`src/rtl/crc_acc_pkg.sv`:
```
package crc_acc_pkg;
  localparam int ACC_W     = 32;
  localparam int SIZE_W    = 2;
  localparam int NUM_SIZES = 3;
  localparam logic [ACC_W-1:0] POLY_IEEE       = 32'h04C11DB7;
  localparam logic [ACC_W-1:0] POLY_CASTAGNOLI = 32'h1EDC6F41;

  typedef struct packed {
    logic loadCrc;   // capture computed remainder
    logic loadAcc;   // capture accumulator unchanged (reserved width)
  } ctrlStrobes_t;
endpackage

```
`src/rtl/crc_acc_ctrl.sv`:
```
module crc_acc_ctrl
  import crc_acc_pkg::*;
#(
  parameter int SW = SIZE_W
) (
  input  logic          clk,
  input  logic          rstN,
  input  logic          start,
  input  logic [SW-1:0] sizeCode,
  output ctrlStrobes_t  strobes,
  output logic          done,
  output logic          unsupported
);
  localparam logic [SW-1:0] RESERVED_CODE = SW'(NUM_SIZES);

  logic sizeBad;
  assign sizeBad = (sizeCode == RESERVED_CODE);

  always_comb begin
    strobes.loadCrc = start && !sizeBad;
    strobes.loadAcc = start && sizeBad;
  end

  always_ff @(posedge clk) begin
    if (!rstN) begin
      done        <= 1'b0;
      unsupported <= 1'b0;
    end else begin
      done        <= start;
      unsupported <= start && sizeBad;
    end
  end
endmodule

```
`src/rtl/crc_acc_dp.sv`:
```
module crc_acc_dp
  import crc_acc_pkg::*;
#(
  parameter int AW = ACC_W,
  parameter int SW = SIZE_W,
  parameter logic [AW-1:0] POLY_A = POLY_IEEE,
  parameter logic [AW-1:0] POLY_B = POLY_CASTAGNOLI
) (
  input  logic          clk,
  input  logic          rstN,
  input  ctrlStrobes_t  strobes,
  input  logic [AW-1:0] accIn,
  input  logic [AW-1:0] dataIn,
  input  logic [SW-1:0] sizeCode,
  input  logic          polySel,
  output logic [AW-1:0] result
);
  function automatic logic [AW-1:0] reflect(input logic [AW-1:0] v);
    logic [AW-1:0] r;
    for (int i = 0; i < AW; i++) r[i] = v[AW-1-i];
    return r;
  endfunction

  localparam logic [AW-1:0] REFL_A = reflect(POLY_A);
  localparam logic [AW-1:0] REFL_B = reflect(POLY_B);

  logic [AW-1:0] polyRefl;
  logic [AW-1:0] stepOut [NUM_SIZES];
  logic [AW-1:0] crcNext;

  assign polyRefl = polySel ? REFL_B : REFL_A;

  // One unrolled LSB-first divider per operand width
  for (genvar g = 0; g < NUM_SIZES; g++) begin : g_width
    localparam int W = 8 << g;
    localparam logic [AW-1:0] MASK = {AW{1'b1}} >> (AW - W);
    always_comb begin
      logic [AW-1:0] c;
      c = accIn ^ (dataIn & MASK);
      for (int i = 0; i < W; i++) begin
        c = c[0] ? ((c >> 1) ^ polyRefl) : (c >> 1);
      end
      stepOut[g] = c;
    end
  end

  always_comb begin
    case (sizeCode)
      2'd0:    crcNext = stepOut[0];
      2'd1:    crcNext = stepOut[1];
      default: crcNext = stepOut[2];
    endcase
  end

  always_ff @(posedge clk) begin
    if (!rstN)                result <= '0;
    else if (strobes.loadCrc) result <= crcNext;
    else if (strobes.loadAcc) result <= accIn;
  end
endmodule

```
`src/rtl/crc_acc_unit.sv`:
```
module crc_acc_unit
  import crc_acc_pkg::*;
(
  input  logic        clk,
  input  logic        rstN,
  input  logic        start,
  input  logic [31:0] accIn,
  input  logic [31:0] dataIn,
  input  logic [1:0]  sizeCode,
  input  logic        polySel,
  output logic        done,
  output logic [31:0] result,
  output logic        unsupported
);
  ctrlStrobes_t strobes;

  crc_acc_ctrl #(.SW(SIZE_W)) ctrl_i (
    .clk(clk), .rstN(rstN), .start(start), .sizeCode(sizeCode),
    .strobes(strobes), .done(done), .unsupported(unsupported)
  );

  crc_acc_dp #(.AW(ACC_W), .SW(SIZE_W)) dp_i (
    .clk(clk), .rstN(rstN), .strobes(strobes), .accIn(accIn),
    .dataIn(dataIn), .sizeCode(sizeCode), .polySel(polySel),
    .result(result)
  );
endmodule

```
`config.mk`:
```
export PLATFORM = sky130hd
export DESIGN_NAME = crc_acc_unit
export DESIGN_NICKNAME = d
export VERILOG_FILES = /design/src/rtl/crc_acc_pkg.sv /design/src/rtl/crc_acc_ctrl.sv /design/src/rtl/crc_acc_dp.sv /design/src/rtl/crc_acc_unit.sv
export SDC_FILE = /design/constraint.sdc
export NUM_CORES = 1
export LEC_CHECK = 0
export BUFFER_PORTS_ARGS = -buffer_cell sky130_fd_sc_hd__buf_2
export CAP_MARGIN = 15
export CELL_PAD_IN_SITES_DETAIL_PLACEMENT = 2
export CELL_PAD_IN_SITES_GLOBAL_PLACEMENT = 2
export CORE_ASPECT_RATIO = 1.2
export CORE_MARGIN = 2
export CORE_UTILIZATION = 36
export CTS_CLUSTER_SIZE = 20
export DETAILED_ROUTE_END_ITERATION = 8
export PLACE_DENSITY_LB_ADDON = 0.1
export SLEW_MARGIN = 20
export SYNTH_ARGS = -nofsm -noshare
export SYNTH_HDL_FRONTEND = slang
export SYNTH_SLANG_ARGS = --single-unit
```
`constraint.sdc`:
```
create_clock -name clk -period 6.1 [get_ports clk]
set_input_delay 0.61 -clock clk [delete_from_list [all_inputs] [get_ports clk]]
set_output_delay 0.61 -clock clk [all_outputs]
set_load 0.01 [all_outputs]
```
==> results.json, run 1 <==
{
  "yosys.area.top_type_share_pct": 27.7,
  "ctsHtreeMaxLevel": 2,
  "floorplan.rows": 72,
  "post_synth_inst_count": 1320,
  "place.gp.congestion": 0.965,
  "grt_remaining_overflow": 539,
  "die-width_um": 169,
  "yosys-top-cells-area": "sky130_fd_sc_hd__xnor2_1, sky130_fd_sc_hd__xnor3_1, sky130_fd_sc_hd__xor2_1",
  "worst-endpoint-pin-kind": "register data pin",
  "avgSynthCellArea_sq_um": 8.95,
  "die_h_um": 202,
  "ctsRootBufferMaster": "sky130_fd_sc_hd__clkbuf_16",
  "number_of_synthesized_flops_with_an_enable_pin": 0,
  "cts_buffer_depth": 2,
  "floorplan.initialDensity_pct": 36.6,
  "postPlaceCellArea_sq_mm": 0.0160,
  "ys_ff_latch": 34,
  "placement.io_buffers": 103,
  "tritoncts.num_buffers": 5,
  "error_line": "[ERROR GRT-0232] Routing congestion too high. Check the congestion heatmap in the GUI.",
  "async_reset_ff_share_pct": 0,
  "postGrtWorstEndpoint": "dp_i.result[23]$_SDFFE_PN0P_/D",
  "ys_dominant_reg_cell": "sky130_fd_sc_hd__dfxtp_1",
  "yosys_warnings": 0,
  "synthDominantAreaCellType": "sky130_fd_sc_hd__xnor2_1",
  "syn-cell-area_sq_mm": 0.0118,
  "syn-num-nets": 1390,
  "seq_area_frac_synth_pct": 5.76,
  "ios": 104,
  "groute.usage.overall_pct": 81.1,
  "haltStage": "global routing",
  "cts_sinks": 34,
  "maximum_number_of_pins_on_one_net_before_global_route_repair": 55,
  "post_cts_hold_buffer_count": 0,
  "status": "stopped before the end",
  "synth_cell_types": 73,
  "detailedPlacementHpwl_um": 54800
}
-- timing repair --
item / CTS
resized for setup: 218
buffers inserted: 106
pin swaps: 92
endpoints found under the setup margin: 32
-- synth_stat cells (18+ instances only) --
| cell type | count |
|---|---|
| sky130_fd_sc_hd__nor2_1 | 101 |
| sky130_fd_sc_hd__xnor2_1 | 374 |
| sky130_fd_sc_hd__xnor3_1 | 65 |
| sky130_fd_sc_hd__mux2i_1 | 42 |
| sky130_fd_sc_hd__dfxtp_1 | 34 |
| sky130_fd_sc_hd__clkbuf_1 | 41 |
| sky130_fd_sc_hd__xor2_1 | 97 |
| sky130_fd_sc_hd__xor3_1 | 18 |
| sky130_fd_sc_hd__nand2_1 | 92 |
| sky130_fd_sc_hd__a21oi_1 | 78 |
| sky130_fd_sc_hd__buf_2 | 21 |
| sky130_fd_sc_hd__o21ai_0 | 73 |
-- cells by family after synthesis --
logic type | share of synthesized area, %
buffers and inverters | 3.56
AND/OR/NAND/NOR | 10.7
multiplexers | 5.18
flip-flops | 5.76
AO/OA/AOI/OAI | 13.1
XOR/XNOR | 61.7
-- layer usage --
metal	overflow	global-route usage, %
met1	3	78.6
met4	173	87.7
met2	359	99.3
met5	1	16.1
met3	3	65.0
-- metrics by stage --
step,hold WS (ps),cells,worst slack (ps)
after global placement,432,2160,-627
after floorplan,467,1320,14.8
after detailed placement,444,2160,-913
after CTS,452,2271,-134
==> run 2: changes to the inputs <==
Settings changed: CELL_PAD_IN_SITES_DETAIL_PLACEMENT 2 to default, CELL_PAD_IN_SITES_GLOBAL_PLACEMENT 2 to default, CORE_ASPECT_RATIO 1.2 to default, CORE_UTILIZATION 36 to 25, CTS_CLUSTER_SIZE 20 to default, PLACE_DENSITY_LB_ADDON 0.1 to 0.15.
Clock period 6.1 ns to 7.9 ns, I/O delays scaled along.
==> results.json, run 2 <==
{
  "crit_path_max_fanout": 8,
  "ys_ff_latch": 34,
  "timing_hold_violations_final": 0,
  "synth_xor_area_share_pct": 61.7,
  "ctsRootBufferMaster": "sky130_fd_sc_hd__clkbuf_16",
  "arrival_ps": 7760,
  "ctsHtreeMaxLevel": 2,
  "setup_viol": 0,
  "timing.clock.skew_ps": 0,
  "synth.most_common_cell": "sky130_fd_sc_hd__xnor2_1",
  "place.gp.congestion": 0.936,
  "drcViolationCount": 0,
  "clk_latency_ps": 280,
  "fill_cells": 4967,
  "synthTopCellsByCount": "sky130_fd_sc_hd__xnor2_1, sky130_fd_sc_hd__nor2_1, sky130_fd_sc_hd__xor2_1, sky130_fd_sc_hd__nand2_1, sky130_fd_sc_hd__a21oi_1",
  "number_of_synthesized_flops_with_an_enable_pin": 0,
  "antenna_nets_post_route": 0,
  "synth_cell_types": 73,
  "die_h_um": 221,
  "ff_latch_area_sq_um": 681,
  "max_flop_register": "dp_i.result",
  "detailedPlacementHpwl_um": 42800,
  "timing.hold.worst.class": "flop to flop",
  "placement.io_buffers": 103,
  "insertedDiodeCount": 0,
  "synth_simple_gate_area_share_pct": 10.7,
  "worst-endpoint-required_ps": 8050,
  "layout_top_registers": "dp_i.result: 32 flops, ctrl_i.done: 1 flops, ctrl_i.unsupported: 1 flops",
  "yosys.area.top_type_share_pct": 27.7,
  "syn-num-nets": 1390,
  "finalMaxSlewViolations": 0,
  "worstSetupEndpointType": "flop",
  "synthDominantAreaCellType": "sky130_fd_sc_hd__xnor2_1",
  "floorplan.core_area_sq_mm": 0.0466,
  "groute.usage.overall_pct": 20.8,
  "nature_of_the_critical_path_startpoint": "primary input",
  "routed_via_density": 4.94,
  "utilization_after_layout_pct": 29.1,
  "tritoncts_clock_tree": "done",
  "post_cts_hold_buffer_count": 0,
  "wl_um": 52200,
  "detail_route.iter0.violations": 941,
  "layout_common_cells": "sky130_fd_sc_hd__xnor2_1, sky130_fd_sc_hd__buf_2, sky130_fd_sc_hd__nor2_1",
  "post_synth_inst_count": 1320,
  "headroom_to_the_max_slew_limit_pct": 28.2,
  "syn-cell-area_sq_mm": 0.0118,
  "seq_area_frac_synth_pct": 5.76,
  "layout-area-overhead-vs-synth_pct": 14.9,
  "cts_sinks": 34,
  "maximum_number_of_pins_on_one_net_before_global_route_repair": 141,
  "yosys_warnings": 0,
  "ys_dominant_reg_cell": "sky130_fd_sc_hd__dfxtp_1",
  "synth.area.mux_share_pct": 5.18,
  "vias": 10071,
  "layout_commonest_cell": "sky130_fd_sc_hd__xnor2_1",
  "ios": 104,
  "floorplan.rows": 79,
  "yosys.area_share.adder_pct": 0,
  "area_of_combinational_cells_with_multiple_inputs_sq_mm": 0.0107,
  "cts.repair_timing.setup_buffer_count": 0,
  "layout-drive-gt1-share_pct": 20.4,
  "cap_viol_max_count": 0,
  "tightest_slew_ps": 1080,
  "finish.net_count": 1502,
  "synth_top_family_by_area": "XOR/XNOR gates",
  "grt_remaining_overflow": 0,
  "synth_compound_area_share_pct": 13.1,
  "die-width_um": 221,
  "status": "complete, no violations",
  "yosys-top-cells-area": "sky130_fd_sc_hd__xnor2_1, sky130_fd_sc_hd__xnor3_1, sky130_fd_sc_hd__xor2_1",
  "post_drt_wl_per_cell_um": 25.6,
  "global_route_wire_length_before_repair_um": 74800,
  "cts_buffer_depth": 2,
  "path_class": "primary input to flop",
  "max_clock_freq_mhz": 131,
  "async_reset_ff_share_pct": 0,
  "avgSynthCellArea_sq_um": 8.95,
  "die_area_sq_mm": 0.0490,
  "first_pass_iters": 5,
  "max_reg_flops": 32,
  "rsz_0062_raised_after_global_routing": "no",
  "period_share_pct": 96.4,
  "tritoncts.num_buffers": 5,
  "initial_antenna_violation_count": 3,
  "min_period_ps": 7610,
  "clkSlewWorstSetupHoldPaths_ps": 60,
  "setup_tns_ps": 0,
  "number_of_global_route_vias_before_repair": 10073,
  "floorplan.initialDensity_pct": 25.4
}
-- run 2: cell counts after synthesis --
No cell type changed its count.
-- run 2: cell families after synthesis --
group | Yosys count
simple gates | 272
compound gates | 253
mux | 53
flops | 34
xor+xnor | 613
buf+inv | 95
-- run 2: routing by layer --
layer / GRT usage [%] / vias up / part of all wire, %
met5: 0 / - / 0.023
met4: 4.07 / 2 / 1.9
met1: 30.1 / 4960 / 47
met2: 33.1 / 372 / 45
li1: - / 4695 / -
met3: 2.67 / 42 / 6.2
-- run 2: worst paths after layout --
kind,startpoint,end,slack (ps),depth (start not counted)
setup / recovery,accIn[8],dp_i.result[8],290,19
hold / removal,dp_i.result[24],dp_i.result[24],450,2
setup reg to reg,dp_i.result[2],dp_i.result[2],6080,5
hold reg to reg,dp_i.result[24],dp_i.result[24],450,2
-- run 2: repair_timing --
item	4_1_cts	5_1_grt
resized for setup	1	2
hold endpoints to repair	0	0
setup endpoints to repair	1	4
cloned	0	0
pin swaps	0	0
-- run 2: area by class of cell --
class | count | share of cell area [%]
multi-input combinational | 1191 | 79.2
timing repair buffer | 187 | 8.58
tap | 607 | 5.60
sequential | 34 | 5.02
clock buffer | 5 | 0.922
inverter | 13 | 0.369
clock inverter | 3 | 0.332
-- run 2: critical path: stages --
cell and delay, ps:
sky130_fd_sc_hd__buf_2 150, sky130_fd_sc_hd__xnor2_1 680, sky130_fd_sc_hd__xnor3_2 450, sky130_fd_sc_hd__xor3_1 340, sky130_fd_sc_hd__nand2_2 100, sky130_fd_sc_hd__xnor2_4 510
sky130_fd_sc_hd__xnor3_2 520, sky130_fd_sc_hd__xnor2_1 250, sky130_fd_sc_hd__xnor2_2 500, sky130_fd_sc_hd__xor2_2 420, sky130_fd_sc_hd__xor2_4 370, sky130_fd_sc_hd__xor3_1 440
sky130_fd_sc_hd__xnor2_1 320, sky130_fd_sc_hd__nand2b_1 370, sky130_fd_sc_hd__xnor3_2 540, sky130_fd_sc_hd__xor3_1 450, sky130_fd_sc_hd__xnor2_1 230, sky130_fd_sc_hd__mux2i_1 210
sky130_fd_sc_hd__o211ai_1 100
-- run 2: metrics by stage --
step / hold WS (ps) / std cells / area, sq um / setup slack [ps]
6_report: 448 / 2040 / 13600 / 285
3_3_place_gp: 441 / 2032 / 13400 / -346
3_5_place_dp: 443 / 2032 / 13400 / -348
5_1_grt: 465 / 2040 / 13600 / 52.9
2_1_floorplan: 467 / 1320 / 11800 / 1200
4_1_cts: 453 / 2040 / 13600 / 239
Power of run 2 is not shown: default switching activity piles up to over one toggle a cycle in this logic, so the estimate is an artifact.
